File: src/rtl/int_alu_pkg.sv
`timescale 1ns/1ps
package int_alu_pkg;

  typedef enum logic [3:0] {
    OP_ADD  = 4'd0,
    OP_SUB  = 4'd1,
    OP_AND  = 4'd2,
    OP_OR   = 4'd3,
    OP_NOR  = 4'd4,
    OP_SLT  = 4'd5,
    OP_SLTU = 4'd6,
    OP_SLL  = 4'd7
  } alu_op_e;

  // Signed overflow of an addition given the sign bits of both addends and the sum.
  function automatic logic add_overflow(input logic a_msb, input logic b_msb, input logic s_msb);
    return (a_msb == b_msb) && (s_msb != a_msb);
  endfunction

  // Signed less-than from a subtraction: sign of difference corrected by overflow.
  function automatic logic signed_less(input logic diff_msb, input logic ovf);
    return diff_msb ^ ovf;
  endfunction

  // Unsigned less-than from a subtraction: no carry out means a borrow occurred.
  function automatic logic unsigned_less(input logic carry_out);
    return ~carry_out;
  endfunction

  // Adder path subtracts for subtract and both compares.
  function automatic logic needs_subtract(input logic [3:0] op);
    return (op == OP_SUB) || (op == OP_SLT) || (op == OP_SLTU);
  endfunction

endpackage

File: src/rtl/int_alu_addsub.sv
`timescale 1ns/1ps
module int_alu_addsub
  import int_alu_pkg::*;
#(
  parameter int DATA_W = 32
) (
  input  logic [DATA_W-1:0] a_in,
  input  logic [DATA_W-1:0] b_in,
  input  logic              sub_en,
  output logic [DATA_W-1:0] sum_out,
  output logic              carry_out,
  output logic              ovf_out
);

  localparam int MSB = DATA_W - 1;

  logic [DATA_W-1:0] b_eff;
  logic [DATA_W:0]   wide_sum;

  assign b_eff     = sub_en ? ~b_in : b_in;
  assign wide_sum  = {1'b0, a_in} + {1'b0, b_eff} + {{DATA_W{1'b0}}, sub_en};
  assign sum_out   = wide_sum[MSB:0];
  assign carry_out = wide_sum[DATA_W];
  assign ovf_out   = add_overflow(a_in[MSB], b_eff[MSB], wide_sum[MSB]);

endmodule

File: src/rtl/int_alu_logic.sv
`timescale 1ns/1ps
module int_alu_logic #(
  parameter int DATA_W = 32
) (
  input  logic [DATA_W-1:0] a_in,
  input  logic [DATA_W-1:0] b_in,
  output logic [DATA_W-1:0] and_out,
  output logic [DATA_W-1:0] or_out,
  output logic [DATA_W-1:0] nor_out
);

  assign and_out = a_in & b_in;
  assign or_out  = a_in | b_in;
  assign nor_out = ~or_out;

endmodule

File: src/rtl/int_alu_shift.sv
`timescale 1ns/1ps
module int_alu_shift #(
  parameter int DATA_W = 32,
  localparam int SH_W = $clog2(DATA_W)
) (
  input  logic [DATA_W-1:0] din,
  input  logic [SH_W-1:0]   amt,
  output logic [DATA_W-1:0] dout
);

  logic [DATA_W-1:0] stage [0:SH_W];

  assign stage[0] = din;

  // One conditional power-of-two shift per bit of the distance.
  for (genvar k = 0; k < SH_W; k++) begin : g_stage
    localparam int STEP = 1 << k;
    assign stage[k+1] = amt[k] ? {stage[k][DATA_W-1-STEP:0], {STEP{1'b0}}} : stage[k];
  end

  assign dout = stage[SH_W];

endmodule

File: src/rtl/int_alu_cmp.sv
`timescale 1ns/1ps
module int_alu_cmp
  import int_alu_pkg::*;
(
  input  logic diff_msb,
  input  logic diff_ovf,
  input  logic diff_carry,
  output logic lt_signed,
  output logic lt_unsigned
);

  assign lt_signed   = signed_less(diff_msb, diff_ovf);
  assign lt_unsigned = unsigned_less(diff_carry);

endmodule

File: src/rtl/int_alu.sv
`timescale 1ns/1ps
module int_alu
  import int_alu_pkg::*;
#(
  parameter int DATA_W = 32,
  localparam int SH_W = $clog2(DATA_W)
) (
  input  logic [DATA_W-1:0] opnd_a,
  input  logic [DATA_W-1:0] opnd_b,
  input  logic [SH_W-1:0]   shamt,
  input  logic [3:0]        op_sel,
  output logic [DATA_W-1:0] result,
  output logic              zero
);

  localparam int MSB = DATA_W - 1;

  // Named internal events, visible to the bound checker.
  logic              sub_mode;
  logic [DATA_W-1:0] arith_sum;
  logic              arith_carry;
  logic              arith_ovf;
  logic [DATA_W-1:0] and_res, or_res, nor_res;
  logic [DATA_W-1:0] shl_res;
  logic              lt_s, lt_u;

  assign sub_mode = needs_subtract(op_sel);

  int_alu_addsub #(.DATA_W(DATA_W)) u_addsub (
    .a_in      (opnd_a),
    .b_in      (opnd_b),
    .sub_en    (sub_mode),
    .sum_out   (arith_sum),
    .carry_out (arith_carry),
    .ovf_out   (arith_ovf)
  );

  int_alu_logic #(.DATA_W(DATA_W)) u_logic (
    .a_in    (opnd_a),
    .b_in    (opnd_b),
    .and_out (and_res),
    .or_out  (or_res),
    .nor_out (nor_res)
  );

  int_alu_shift #(.DATA_W(DATA_W)) u_shift (
    .din  (opnd_a),
    .amt  (shamt),
    .dout (shl_res)
  );

  int_alu_cmp u_cmp (
    .diff_msb    (arith_sum[MSB]),
    .diff_ovf    (arith_ovf),
    .diff_carry  (arith_carry),
    .lt_signed   (lt_s),
    .lt_unsigned (lt_u)
  );

  always_comb begin
    case (op_sel)
      OP_ADD,
      OP_SUB:  result = arith_sum;
      OP_AND:  result = and_res;
      OP_OR:   result = or_res;
      OP_NOR:  result = nor_res;
      OP_SLT:  result = {{(DATA_W-1){1'b0}}, lt_s};
      OP_SLTU: result = {{(DATA_W-1){1'b0}}, lt_u};
      OP_SLL:  result = shl_res;
      default: result = '0;
    endcase
  end

  assign zero = ~|result;

endmodule

File: config.mk
export PLATFORM = sky130hd
export DESIGN_NAME = int_alu
export DESIGN_NICKNAME = d
export VERILOG_FILES = /design/src/rtl/int_alu_pkg.sv /design/src/rtl/int_alu_addsub.sv /design/src/rtl/int_alu_logic.sv /design/src/rtl/int_alu_shift.sv /design/src/rtl/int_alu_cmp.sv /design/src/rtl/int_alu.sv
export SDC_FILE = /design/constraint.sdc
export NUM_CORES = 1
export LEC_CHECK = 0
export BUFFER_PORTS_ARGS = -buffer_cell sky130_fd_sc_hd__buf_2
export CAP_MARGIN = 20
export CORE_ASPECT_RATIO = 1.75
export CORE_MARGIN = 2
export CORE_UTILIZATION = 40
export DETAILED_ROUTE_END_ITERATION = 8
export GPL_TIMING_DRIVEN = 0
export PLACE_DENSITY = 0.58
export SLEW_MARGIN = 30
export SYNTH_ARGS = -nofsm -noshare
export SYNTH_HDL_FRONTEND = slang
export SYNTH_SLANG_ARGS = --single-unit
export TNS_END_PERCENT = 20
File: constraint.sdc
create_clock -name vclk -period 8.3
set_input_delay 0.415 -clock vclk [all_inputs]
set_output_delay 0.415 -clock vclk [all_outputs]
set_load 0.02 [all_outputs]
==> metrics.cfg <==
[sta]
setup-violations-final=0
max_freq_mhz=140
fin_crit_ps=7160
fin_crit_sh_pct=86.3
drv_slew=0
finalHoldViolCount=0
rsz0062_at_grt=no
setup_tns_ps=0
slew_headroom_pct=37.9
worst_pin_slew_ps=931

[pwr]
power.static_leakage_nw=2.64
power.total_mw=0.561
ir_worst_vdd_uv=41.1
power_density_mw_per_mm2=91.5

[global_route]
grt_max_degree=11
antenna_found_initial=0
grt_pass1_vias=6611
grt_pass1_wl_um=38900
grt.total_usage_pct=35.7
overflow=0

[floorplanning]
die_area_sq_mm=0.0145
chipWidth_um=91.8
fp-row-count=56
io_pins=106
dieHeight_um=158
core_sq_mm=0.0133
initial_core_util_pct=40.5

[drt]
post_drt_wl_per_cell_um=25.1
drc=0
vias_per_cell=6.52
dr.pass1.iters=6
wirelength_um=27200
drt_iter0_drc=590
vias=7079
ant_nets=0

[critical_path]
crit_start=op_sel[3]
path_class=primary input to primary output
cp-end-kind=primary output
crit_fanout=10
worst_ep_required_time_ps=7890
cp-start-kind=primary input
arrival_ps=6750

[flow_run]
maxCapViolCount=0

[final_layout]
final_util_pct=46.0
diodes=0
design.seq.count=0
areaGrowthSynthToFinish_pct=13.7
clock_buffers=0
final_nets=1023
seq_area_sq_um=0
drive_above_1_share_pct=16.8

[logic_synthesis]
yosysWarnings=0
synthesis.nets=918
syn_area_per_cell_sq_um=6.66
seq_area_frac_synth_pct=0
synth_largest_area_cell=ha_1
yosysUniqueCellTypes=71
netlist_instances=809
synth_area_leaders=ha_1, nor2_1, xor2_1
syn_area_sq_mm=0.00539
synth_top_area_share_pct=8.12

[clocking]
cts_resized=0
cts_setup_buffers=0
ctsHoldBuffers=0

[min_path]
worstHoldPathType=primary input to primary output
hold_start=op_sel[3]

[placement]
dpl.hpwl_um=22500
numPortBuffers=103
place.gp.congestion=1.03

[status]
status=finished, final reports clean

==> through the flow <==
step	std cells	setup slack, ps	cell area, sq um	hold WS [ps]
finish	1086	1140	6130	1400
global placement	1086	1330	6120	1380
detailed placement	1086	1350	6130	1370
global route	1086	908	6130	1410
CTS	1086	1340	6130	1370
floorplan	809	3280	5390	1140
==> layer usage <==
layer | routed length (um) | vias up | track usage, %
li1 | - | 3265 | -
met1 | 9810 | 3272 | 39.2
met2 | 12800 | 409 | 62.3
met3 | 1800 | 133 | 2.78
met4 | 2830 | 0 | 29.0
met5 | 0 | - | 0
==> synthesized netlist by cell type, drive strengths merged (12+ instances only) <==
library cell  number
a21oi             62
nand2             82
buf               18
mux2i             34
mux2              18
o211ai            13
nor3              15
o21ai             60
inv               23
xor2              39
nand3             12
ha                35
nand4             13
maj3              31
a211oi            15
clkbuf            39
nor2              97
a22oi             30
o22ai             12
==> critical path: stages <==
cell	delay, ps
buf_2	140
clkbuf_1	500
clkbuf_1	520
buf_1	610
nor2_1	210
buf_1	450
xor2_1	270
ha_1	410
a21oi_1	310
nor3_1	140
nor4_1	430
a21boi_1	250
o2111ai_1	500
o22ai_1	250
a221o_1	390
nor4_1	370
nand4b_1	160
nor3_2	200
buf_2	190
==> placed cells by master, fill, tap and decap left out, types with 15 or more instances in the layout <==
master and count:
nor2_1 97, buf_2 110, inv_1 23, clkbuf_1 39, mux2i_1 34, mux2_2 18
maj3_1 30, o21ai_0 58, nand2_1 82, a21oi_1 62, xor2_1 39, a211oi_1 15
ha_1 35, a22oi_1 30
==> area by class of cell <==
type | instances | area, sq um
Tap cell | 174 | 218
Fill cell | 1518 | 7180
Inverter | 24 | 90.1
Multi-Input combinational cell | 728 | 5060
Buffer | 57 | 243
Timing Repair Buffer | 103 | 515
==> power by group <==
| group | switching (mW) | internal, mW | leakage (nW) | total (mW) |
|---|---|---|---|---|
| registers | 0 | 0 | 0 | 0 |
| clock network | 0 | 0 | 0 | 0 |
| logic | 0.365 | 0.196 | 2.64 | 0.561 |
==> worst paths after layout <==
| path | endpoint | slack (ps) | cells after the start |
|---|---|---|---|
| worst max-delay path | zero | 1140 | 19 |
| worst min-delay path | result[2] | 1400 | 4 |
==> kinds of logic after synthesis <==
kind of cell    synth area share, %
buf+inv                        6.15
simple gates                   23.7
mux                            14.3
xor+xnor                       7.80
compound gates                 33.8
fa+ha+maj                      14.3
No activity file was read; power rests on OpenSTA's default activity.
